## src/rtl/aflag_pkg.sv

```systemverilog
package aflag_pkg;

    typedef enum logic [2:0] {
        OPC_ADD      = 3'd0,
        OPC_ADDC     = 3'd1,
        OPC_SUB      = 3'd2,
        OPC_SUBC     = 3'd3,
        OPC_CMP      = 3'd4,
        OPC_LOGIC    = 3'd5,
        OPC_LOGIC_CZ = 3'd6,
        OPC_NONE     = 3'd7
    } opc_e;

    typedef struct packed {
        logic v;
        logic n;
        logic z;
        logic c;
    } flags_t;

    function automatic logic opc_is_add(input opc_e o);
        return (o == OPC_ADD) || (o == OPC_ADDC);
    endfunction

    function automatic logic opc_is_sub(input opc_e o);
        return (o == OPC_SUB) || (o == OPC_SUBC) || (o == OPC_CMP);
    endfunction

    function automatic logic opc_is_logic(input opc_e o);
        return (o == OPC_LOGIC) || (o == OPC_LOGIC_CZ);
    endfunction

endpackage

```

## src/rtl/aflag_width_view.sv

```systemverilog
module aflag_width_view #(
    parameter int DATA_W = 16,
    parameter int BYTE_W = 8
) (
    input  logic              byte_mode,
    input  logic [DATA_W-1:0] opnd_a,
    input  logic [DATA_W-1:0] opnd_b,
    input  logic [DATA_W-1:0] result,
    input  logic              co_byte,
    input  logic              co_word,
    output logic              sgn_a,
    output logic              sgn_b,
    output logic              sgn_r,
    output logic              is_zero,
    output logic              carry
);
    localparam int MSB_W = DATA_W - 1;
    localparam int MSB_B = BYTE_W - 1;

    logic zero_word;
    logic zero_byte;

    generate
        if (BYTE_W < DATA_W) begin : g_split
            assign zero_byte = (result[MSB_B:0] == '0);
        end else begin : g_same
            assign zero_byte = (result == '0);
        end
    endgenerate

    assign zero_word = (result == '0);

    always_comb begin
        if (byte_mode) begin
            sgn_a   = opnd_a[MSB_B];
            sgn_b   = opnd_b[MSB_B];
            sgn_r   = result[MSB_B];
            is_zero = zero_byte;
            carry   = co_byte;
        end else begin
            sgn_a   = opnd_a[MSB_W];
            sgn_b   = opnd_b[MSB_W];
            sgn_r   = result[MSB_W];
            is_zero = zero_word;
            carry   = co_word;
        end
    end

    // a zero result can never carry a set sign bit
    always_comb begin
        a_r2_zero_no_sign: assert (!(is_zero && sgn_r));
    end

endmodule

```

## src/rtl/aflag_ovf.sv

```systemverilog
module aflag_ovf
    import aflag_pkg::*;
(
    input  opc_e opc,
    input  logic sgn_a,
    input  logic sgn_b,
    input  logic sgn_r,
    output logic ovf
);
    logic ovf_add;
    logic ovf_sub;

    assign ovf_add = (sgn_a == sgn_b) && (sgn_r != sgn_a);
    assign ovf_sub = (sgn_a != sgn_b) && (sgn_r != sgn_a);

    always_comb begin
        if (opc_is_add(opc))      ovf = ovf_add;
        else if (opc_is_sub(opc)) ovf = ovf_sub;
        else                      ovf = 1'b0;
    end

    // an add whose result sign matches operand A never overflows
    always_comb begin
        a_r3_add_same_sign: assert (!(opc_is_add(opc) && sgn_r == sgn_a && ovf));
    end
    // a subtract of operands of equal sign never overflows
    always_comb begin
        a_r4_sub_equal_sign: assert (!(opc_is_sub(opc) && sgn_a == sgn_b && ovf));
    end

endmodule

```

## src/rtl/aflag_mask.sv

```systemverilog
module aflag_mask
    import aflag_pkg::*;
(
    input  opc_e   opc,
    output flags_t mask,
    output logic   res_wr
);
    always_comb begin
        unique case (opc)
            OPC_LOGIC: mask = '{v: 1'b1, n: 1'b1, z: 1'b1, c: 1'b0};
            OPC_NONE:  mask = '{v: 1'b0, n: 1'b0, z: 1'b0, c: 1'b0};
            default:   mask = '{v: 1'b1, n: 1'b1, z: 1'b1, c: 1'b1};
        endcase
        res_wr = (opc != OPC_CMP);
    end

endmodule

```

## src/rtl/aflag_gen.sv

```systemverilog
module aflag_gen
    import aflag_pkg::*;
#(
    parameter int DATA_W = 16,
    parameter int BYTE_W = 8
) (
    input  logic              byte_mode,
    input  logic [2:0]        opc,
    input  logic [DATA_W-1:0] opnd_a,
    input  logic [DATA_W-1:0] opnd_b,
    input  logic [DATA_W-1:0] result,
    input  logic              co_byte,
    input  logic              co_word,
    input  logic [3:0]        flags_cur,
    output logic [3:0]        flags_nxt,
    output logic [3:0]        upd_mask,
    output logic              res_wr
);
    localparam int NFLAG = 4;

    opc_e   opc_q;
    flags_t cur;
    flags_t calc;
    flags_t mask;
    flags_t nxt;
    logic   sgn_a, sgn_b, sgn_r, is_zero, carry, ovf;

    assign opc_q = opc_e'(opc);
    assign cur   = flags_t'(flags_cur);

    aflag_width_view #(.DATA_W(DATA_W), .BYTE_W(BYTE_W)) u_view (
        .byte_mode (byte_mode),
        .opnd_a    (opnd_a),
        .opnd_b    (opnd_b),
        .result    (result),
        .co_byte   (co_byte),
        .co_word   (co_word),
        .sgn_a     (sgn_a),
        .sgn_b     (sgn_b),
        .sgn_r     (sgn_r),
        .is_zero   (is_zero),
        .carry     (carry)
    );

    aflag_ovf u_ovf (
        .opc   (opc_q),
        .sgn_a (sgn_a),
        .sgn_b (sgn_b),
        .sgn_r (sgn_r),
        .ovf   (ovf)
    );

    aflag_mask u_mask (
        .opc    (opc_q),
        .mask   (mask),
        .res_wr (res_wr)
    );

    always_comb begin
        calc.v = ovf;
        calc.n = sgn_r;
        calc.z = is_zero;
        calc.c = (opc_q == OPC_LOGIC_CZ) ? ~is_zero : carry;
    end

    genvar gi;
    generate
        for (gi = 0; gi < NFLAG; gi++) begin : g_sel
            assign nxt[gi] = mask[gi] ? calc[gi] : cur[gi];
        end
    endgenerate

    assign flags_nxt = nxt;
    assign upd_mask  = mask;

    // flags outside the mask pass through unchanged
    always_comb begin
        a_r10_hold_masked: assert (((nxt ^ cur) & ~mask) == '0);
    end
    // logical classes never report overflow
    always_comb begin
        a_r6_logic_no_ovf: assert (!(opc_is_logic(opc_q) && nxt.v));
    end
    // carry is the complement of zero for the inverted-zero class
    always_comb begin
        a_r7_carry_not_zero: assert (!(opc_q == OPC_LOGIC_CZ && nxt.c == nxt.z));
    end
    // the no-update class leaves every flag alone
    always_comb begin
        a_r8_none_holds: assert (!(opc_q == OPC_NONE && nxt != cur));
    end

endmodule

```

## config.mk

```make
export PLATFORM = sky130hd
export DESIGN_NAME = aflag_gen
export DESIGN_NICKNAME = d
export VERILOG_FILES = /design/src/rtl/aflag_pkg.sv /design/src/rtl/aflag_width_view.sv /design/src/rtl/aflag_ovf.sv /design/src/rtl/aflag_mask.sv /design/src/rtl/aflag_gen.sv
export SDC_FILE = /design/constraint.sdc
export NUM_CORES = 1
export LEC_CHECK = 0
export ABC_CLOCK_PERIOD_IN_PS = 2200
export CORE_MARGIN = 2
export CORE_UTILIZATION = 16
export DETAILED_ROUTE_END_ITERATION = 6
export MAX_ROUTING_LAYER = met4
export PLACE_DENSITY = 0.8
export SYNTH_ARGS = -nofsm -noshare
export SYNTH_HDL_FRONTEND = slang
export SYNTH_HIERARCHICAL = 1
export SYNTH_SLANG_ARGS = --single-unit
```

## constraint.sdc

```tcl
create_clock -name vclk -period 2.2
set_input_delay 0.44 -clock vclk [all_inputs]
set_output_delay 0.44 -clock vclk [all_outputs]
set_load 0.005 [all_outputs]
```

**After elaboration in Yosys (flattened, before gate mapping)**

Index checks and enable logic that the tools add are counted.

- ROM bits: 0
- Bits in registers: 0
- Memories: 0
- Latch bits: 0
- Memory bits (writable): 0

- Eq/ne operators: 11
- Bitwise logic cells: 1
- $add $sub $neg: 0
- Reductions and logical operators: 8
- $mul: 0
- Shift operators: 0
- $lt $le $gt $ge: 0
- Muxes and demuxes: 13
- Div/mod/pow operators: 0

Operator list:

| kind | number |
|---|---|
| 16-bit logical NOT | 1 |
| 3-bit == test (second input constant) | 4 |
| 1-bit 2-to-1 mux | 12 |
| 8-bit logical NOT | 1 |
| 4-bit one-hot mux with 2 select lines | 1 |
| 3-bit by 2-bit == test with 1-bit output (second input constant) | 2 |
| 3-bit by 1-bit == test with 1-bit output (second input constant) | 1 |
| 3-bit logical NOT | 1 |
| 1-bit logical OR | 3 |
| 3-bit inequality test (second input constant) | 1 |
| 1-bit logical AND | 2 |
| 1-bit inequality test | 2 |
| 1-bit == test | 1 |
| 1-bit inverter | 1 |

**Logic depth before layout (Yosys ltp)**

- Word-level depth: 6
- Depth in mapped cells: 5
- Mapped depth without buffers: 5

**Modules after synthesis**

The synthesis kept the hierarchy.

By module, submodules not included:

| module | instances | area each (µm²) | cells each |
|---|---|---|---|
| aflag_width_view | 1 | 82.6 | 11 |
| aflag_gen | 1 | 77.6 | 8 |
| aflag_ovf | 1 | 67.6 | 8 |
| aflag_mask | 1 | 32.5 | 5 |

**Worst setup path after synthesis**

Ideal clock, no wire load.

- Kind: input to output
- Start: in byte_mode
- End: out flags_nxt[3]
- Setup slack: 340 ps
- Arrival time: 1420 ps
- Buffers on the path: 0
- Cell stages on the path: 5
- Cells stage by stage: mux2_2 -> and2b_1 -> mux2i_1 -> o32ai_2 -> mux2_2

- Word-level cells in the longest chain between the ends: 6

RTL lines:

| element | RTL line | RTL |
|---|---|---|
| start, declared | aflag_gen.sv:7 | `input logic byte_mode,` |
| 1-bit 2-to-1 mux | aflag_width_view.sv:34 | `if (byte_mode) begin` |
| 1-bit inequality test (on tied branches) | aflag_ovf.sv:14, aflag_ovf.sv:13 |  |
| 1-bit logical AND | aflag_ovf.sv:14 | `assign ovf_sub = (sgn_a != sgn_b) && (sgn_r != sgn_a);` |
| 1-bit 2-to-1 mux | aflag_ovf.sv:18 | `else if (opc_is_sub(opc)) ovf = ovf_sub;` |
| 1-bit 2-to-1 mux * | aflag_ovf.sv:17 | `if (opc_is_add(opc)) ovf = ovf_add;` |
| named net ovf | aflag_gen.sv:26 | `logic sgn_a, sgn_b, sgn_r, is_zero, carry, ovf;` |
| 1-bit 2-to-1 mux * | aflag_gen.sv:69 | `assign nxt[gi] = mask[gi] ? calc[gi] : cur[gi];` |
| end, declared | aflag_gen.sv:15 | `output logic [3:0] flags_nxt,` |

The timed path passes the listed nets; every way through them passes the cells marked *.

**Worst setup path after layout**

- Start: in opc[1]
- End: out res_wr

- Word-level cells in the longest chain between the ends: 1

RTL lines:

| element | RTL line | RTL |
|---|---|---|
| start, declared | aflag_gen.sv:8 | `input logic [2:0] opc,` |
| 3-bit inequality test | aflag_mask.sv:14 | `res_wr = (opc != OPC_CMP);` |
| end, declared | aflag_gen.sv:17 | `output logic res_wr` |

No other way between the ends.

==> results <==
[cell families after synthesis]
family,count (synthesis)
buf+inv,3
mux,9
simple gates,15
compound gates,5
[worst max-delay path: stages]
cell             delay (ps)
dlygate4sd2_1           310
buf_4                   170
or3b_1                  340
clkdlybuf4s50_1         450
[timing repair]
action	CTS	global route
setup endpoints to repair	9	4
gates resized for setup	33	17
hold buffers	0	0
pin swaps	5	7
[how the worst max path moves through the flow]
stage	start	end	slack, ps	depth (start not counted)
after floorplan	byte_mode	flags_nxt[3]	340	5
after detailed placement	byte_mode	flags_nxt[3]	-830	7
after global placement	byte_mode	flags_nxt[3]	-770	7
after CTS	byte_mode	flags_nxt[3]	0.6	7
after global routing	result[9]	flags_nxt[0]	-30	7
final	opc[1]	res_wr	50	4
[metal layers]
metal,routed length (µm),GRT usage [%]
met5,0,-
met4,0,0
met3,174,2.45
met2,633,27.1
met1,389,10.0
[power breakdown]
group	leakage, nW	internal [mW]	switching, mW
clock network	0	0	0
logic	0.347	0.0872	0.0411
registers	0	0	0
[final cells by class]
cell class,instances,area share [%]
Multi-Input combinational cell,29,40.0
Timing Repair Buffer,46,56.8
Tap cell,16,2.72
Inverter,1,0.510
[placed cells by master (no fill, tap or decap), drive strengths merged, types with 2 or more instances in the layout]
cell type and n:
dlygate4sd2 4, nand2 3, and2b 2, clkdlybuf4s50 23, mux2 7, mux2i 2
buf 9, a21oi 3, nor4 4, clkbuf 6, nor2 2, dlymetal6s2s 3
==> metrics.txt <==
maximum vdd drop=73.7 µV; Synth top area share=30.3%; Final HPWL DP=969 µm; DR iter-0 viols=0; crit-path max FO=5; Hold Crit Class=in2out; Sequential Area=0 µm²; Initial Util=17.1%; Final GP Congestion=0.663; hold worst-path end=flags_nxt[1]; largest net degree at the start of global routing=6; Slew Limit Fails=0; Synth Area in Adders=0%; grt total ovfl=0; post-DR wirelength/cell=13.0 µm; Placed Area=around 710 µm²; full die area=1970 µm²; postcts setup bufs=0; drt first pass iters=1; largest cells by area after synthesis=mux2_2, nor4_1, mux2i_1, nand3b_4, o32ai_2; Final ANT Viol Nets=0; seq_cells=0; post-route setup TNS=0 ps; nets=between 100 and 150; Final Cell Area=736 µm²; fillcell total=151; Yosys top cell by area=mux2_2; I/O pin total=67; Synth Warn #=6; share of layout cells above drive strength 1=40.8%; Vias/cell=4.71; die width=44.3 µm; status=completed; pwr dens=174 nW/µm²; Setup crit start kind=primary input; Hold Crit Depth=5; Final Hold Fails=0; count of input and output buffers=39; clkbuf count=0; setup violators final=0; vias in the first global route=482; largest family of logic cells by synthesized area=simple AND/OR/NAND/NOR gates; post-synthesis cell count=32; row cnt=14; final wirelength=roughly 1200 µm; f_max=466 MHz; Design Power=0.128 mW; antenna violations before repair=0; Worst Path Required=1760 ps; Synth Area in Simple Gates=38.5%; Die H=44.3 µm; relative slew slack=82.3%; PnR worst setup slack=53.8 ps; mux contribution to synthesized area=38.0%; synth cell count leaders=mux2_2, nor4_1, nand2_1; Setup CP Type=in2out; sequential share of the synthesized area=0%; Lkg Pwr=around 0.35 nW; worst slew pin tran=263 ps; total core area=1520 µm²; # diodes=0; Synth Area in Compound Gates=16.3%; Post-Syn Area=260 µm²; Setup WS pre-CTS=-831 ps; worst slack on hold paths=1400 ps; XOR/XNOR share of the synthesized area=0%; Multi-input gate area=294 µm²; global-route wire length before repair=1770 µm; max cap viols=0; placed cell count=92; Min Clock Period, post-route=~2100 ps; Mapped Nets=90; crit path DAT=1710 ps; Final period util=97.6%; CP endpoint kind=output pin; # DRC=0; Mapped Avg Cell Area=8.13 µm²; Area Growth Syn to Fin=183%; All-Layer GR Usage=12.0%; Vias=around 430; count leader, synth=mux2_2; final design utilization=between 40% and 50%; Non-Filler Instances=92; Hold Startpoint=byte_mode; synth unique cells=16
No activity file was read; power rests on OpenSTA's default activity.
